`config.mk`:
```
export PLATFORM = sky130hd
export DESIGN_NAME = irq_vector_port
export DESIGN_NICKNAME = d
export VERILOG_FILES = /design/src/rtl/irq_vector_port.sv
export SDC_FILE = /design/constraint.sdc
export NUM_CORES = 1
export LEC_CHECK = 0
export ABC_AREA = 1
export BUFFER_PORTS_ARGS = -buffer_cell sky130_fd_sc_hd__buf_2
export CAP_MARGIN = 10
export CORE_MARGIN = 2
export CORE_UTILIZATION = 46
export CTS_CLUSTER_SIZE = 8
export DETAILED_ROUTE_END_ITERATION = 10
export HOLD_SLACK_MARGIN = 0.08
export PLACE_DENSITY = 0.78
export REMOVE_ABC_BUFFERS = 1
export SYNTH_ARGS = -nofsm -noshare
export SYNTH_HDL_FRONTEND = slang
export SYNTH_SLANG_ARGS = --single-unit
```
`constraint.sdc`:
```
create_clock -name clk -period 1.79 [get_ports clk]
set_clock_uncertainty 0.15 [all_clocks]
set_input_delay 0.358 -clock clk [delete_from_list [all_inputs] [get_ports clk]]
set_output_delay 0.358 -clock clk [all_outputs]
set_load 0.01 [all_outputs]
```
`src/rtl/irq_vector_port.sv`:
```
module irq_vector_port #(
  parameter int VADDR_W = 30
) (
  input  logic               clk,
  input  logic               rst_n,
  input  logic               fiq_req_n,
  input  logic               irq_req_n,
  input  logic               req_sync_bypass,
  input  logic               vld_sync_bypass,
  input  logic               high_vectors,
  input  logic               vec_port_en,
  input  logic               irq_entry_start,
  input  logic               fiq_entry_start,
  output logic               vec_ack,
  input  logic               vec_valid,
  input  logic [VADDR_W-1:0] vec_addr,
  output logic               fiq_pending,
  output logic               irq_pending,
  output logic               target_ready,
  output logic [31:0]        target_addr
);

  localparam int TGT_W = VADDR_W + 2;
  localparam logic [31:0] IRQ_LO = 32'h0000_0018;
  localparam logic [31:0] IRQ_HI = 32'hFFFF_0018;
  localparam logic [31:0] FIQ_LO = 32'h0000_001C;
  localparam logic [31:0] FIQ_HI = 32'hFFFF_001C;

  typedef enum logic [1:0] {IDLE = 2'd0, ACKING = 2'd1, RELEASE = 2'd2} hs_t;
  hs_t state;

  logic [1:0] fiq_sq, irq_sq, vld_sq;
  logic       valid_s;

  always_ff @(posedge clk or negedge rst_n) begin
    if (!rst_n) begin
      fiq_sq <= 2'b11;
      irq_sq <= 2'b11;
      vld_sq <= 2'b00;
    end else begin
      fiq_sq <= {fiq_sq[0], fiq_req_n};
      irq_sq <= {irq_sq[0], irq_req_n};
      vld_sq <= {vld_sq[0], vec_valid};
    end
  end

  assign fiq_pending = ~(req_sync_bypass ? fiq_req_n : fiq_sq[1]);
  assign irq_pending = ~(req_sync_bypass ? irq_req_n : irq_sq[1]);
  assign valid_s     = vld_sync_bypass ? vec_valid : vld_sq[1];
  assign vec_ack     = (state == ACKING);

  always_ff @(posedge clk or negedge rst_n) begin
    if (!rst_n) begin
      state        <= IDLE;
      target_ready <= 1'b0;
      target_addr  <= '0;
    end else begin
      target_ready <= 1'b0;
      unique case (state)
        IDLE: begin
          if (fiq_entry_start) begin
            target_ready <= 1'b1;
            target_addr  <= high_vectors ? FIQ_HI : FIQ_LO;
          end else if (irq_entry_start) begin
            if (vec_port_en) begin
              state <= ACKING;
            end else begin
              target_ready <= 1'b1;
              target_addr  <= high_vectors ? IRQ_HI : IRQ_LO;
            end
          end
        end
        ACKING: begin
          if (valid_s) begin
            target_ready <= 1'b1;
            target_addr  <= 32'({vec_addr, 2'b00});
            state        <= RELEASE;
          end
        end
        RELEASE: begin
          if (!valid_s) state <= IDLE;
        end
        default: state <= IDLE;
      endcase
    end
  end

  logic unused_w;
  assign unused_w = (TGT_W == 0);

endmodule

```
==> impl_metrics.csv <==
group,metric,value,unit
global_route,gr-total-overflow,0,
min_path,holdPathEnd,"target_addr[15]",
sta,post-route-period-util,95.3,%
floorplan,die_area,4270,um2
clock_tree,h-tree-depth,2,
power_and_ir_drop,p_per_area,1120,nW/um2
global_route,antenna_found_initial,0,
cells_and_area,layout_common_cells,"nand2_1, buf_2, dfrtp_1, nand3_1, buf_4",
cells_and_area,fin_area,2300,um2
cells_and_area,layout_commonest_cell,"nand2_1",
drt,finalWirelength,4160,um
cells_and_area,post-route-util,63.2,%
worst_setup_path,r2r_end,"target_addr[21]",
global_route,grt_pass1_vias,1520,
yosys,synth_cells,205,
clock_tree,clock-sinks,39,
worst_setup_path,r2r_cells,6,
place,place_area,2160,um2
worst_setup_path,r2r-start,"state[1]",
cells_and_area,nNetsFinal,327,
min_path,holdPathStages,3,
power_and_ir_drop,peakVddDrop,633,uV
drt,drtIter0Drc,118,
sta,post-route-min-period,1710,ps
drt,viasPerCell,4.93,
sta,tns,0,ps
run_status,status,"completed",
flow_run,max-cap-violations,0,
drt,drc,0,
drt,dr_total_vias,1651,
worst_setup_path,required,1280,ps
sta,slew_violations,0,
drt,wl_per_cell,12.4,um
cells_and_area,layout-drive-gt1-share,35.5,%
yosys,ys_ff_latch,39,
clock_tree,numCtsBuffers,5,
global_route,grt_usage,21.1,%
yosys,async_flop_share,100,%
floorplan,die_h,65.4,um
yosys,synth_flop_cell,"dfrtp_1",
worst_setup_path,reg2reg_slack,300,ps
clock_tree,root_buffer,"clkbuf_8",
yosys,avgSynthCellArea,8.45,um2
clock_tree,cts_tree,"done",
worst_setup_path,start_kind,"input pin",
sta,report.final.setup_viol,0,
floorplan,coreArea,3630,um2
min_path,worstHoldStart,"vec_addr[13]",
floorplan,start_util,47.7,%
sta,grt_setup_unrepaired,"false",
global_route,grt_pass1_wl,6810,um
clock_tree,cts_resized,0,
sta,fin_ws,83.4,ps
clock_tree,clock_latency,280,ps
clock_tree,clock_path_buffers,2,
place,io_buffers,74,
worst_setup_path,path_max_fanout,2,
floorplan,rows,22,
worst_setup_path,worst-setup-path-type,"in2out",
yosys,synth_edf_count,0,
global_route,grt_max_degree,21,
place,gp_congestion,0.777,
yosys,synth_area,1730,um2
cells_and_area,antenna_cells,0,
sta,fmax,586,MHz
floorplan,fp.dieW,65.4,um
place,dp_slack,298,ps
drt,firstDrtPassIters,4,
power_and_ir_drop,p_leak,1.34,nW
place,hpwl,3080,um
cells_and_area,area_delta_synth_final,32.6,%
yosys,yosys_warnings,0,
min_path,hold_path_class,"in2reg",
worst_setup_path,end_kind,"primary output",
yosys,synth.distinct_cells,20,
floorplan,num_io_pins,77,
clock_tree,post_cts_buffers,0,
power_and_ir_drop,power,2.57,mW
clock_tree,path_clk_slew,70,ps
worst_setup_path,cp.arrival,1200,ps
sta,hold_viol_final,0,
drt,ant_nets,0,
yosys,yosysSeqAreaShare,56.6,%
[power breakdown]
part / switching (mW) / internal [mW]
Sequential: 0.104 / 1.07
Combinational: 0.452 / 0.319
Clock: 0.278 / 0.351
Total: 0.834 / 1.74
[registers in the layout, summed over array words and instances (netlist names)]
| signal | flops |
|---|---|
| vld_sq | 2 |
| fiq_sq | 2 |
| state | 2 |
| irq_sq | 2 |
| target_addr | 30 |
| target_ready | 1 |
[metal layers]
metal / part of all wire [%] / global-route usage (%) / vias to the layer above
met5: 0 / 0 / -
met4: 1.4 / 9.11 / 0
met3: 6.2 / 3.60 / 4
met2: 50 / 35.1 / 65
met1: 43 / 27.3 / 765
li1: - / - / 817
[cell families after synthesis]
logic type             count (synthesis)  synth area share, %
and+or+nand+nor                      140                 34.8
buffers and inverters                 21                 6.57
AOI/OAI and AO/OA                      2                0.650
DFF                                   39                 56.6
other                                  1                0.216
muxes                                  2                 1.16
[Yosys cell counts, types with 2 or more instances]
library cell	number	area, um2
nand2_1	92	345
dfrtp_1	35	876
nand3_1	32	160
nand4_1	11	68.8
buf_2	7	35.0
buf_4	5	37.5
dfstp_2	4	105
inv_1	3	11.3
clkbuf_1	2	7.51
inv_2	2	7.51
mux2i_1	2	20.0
or2_2	2	12.5
[worst max path at each step]
stage / start / end / slack (ps) / cells past startpoint
4_1_cts: irq_req_n / irq_pending / 2 / 4
3_3_place_gp: state[1] / target_addr[30] / 350 / 6
6_report: irq_req_n / irq_pending / 80 / 3
2_1_floorplan: state[0] / target_addr[16] / -730 / 6
5_1_grt: vec_valid / target_addr[30] / 20 / 9
3_5_place_dp: state[1] / target_addr[26] / 300 / 6
[final cells by class]
| class | instances | area, um2 |
|---|---|---|
| multi-input cells | 146 | 642 |
| inverters | 5 | 18.8 |
| repair buffers | 89 | 495 |
| flip-flops and latches | 39 | 981 |
| well taps | 48 | 60.1 |
| fillers | 339 | 1340 |
| clock buffers | 8 | 100 |
[worst max-delay path: stages]
cell           delay [ps]
dlygate4sd3_1         560
mux2i_1               130
buf_2                 140
[repair_timing]
action,4_1_cts,5_1_grt
hold buffers,4,0
endpoints found under the hold margin,15,0
setup endpoints to repair,0,1
[through the flow]
step | hold WS, ps | instances
after CTS | 177 | 336
after global placement | 130 | 324
after floorplan | -87.6 | 190
after global routing | 180 | 335
after detailed placement | 131 | 324
final | 174 | 335
Note: power is estimated with default switching activity, not from simulation.
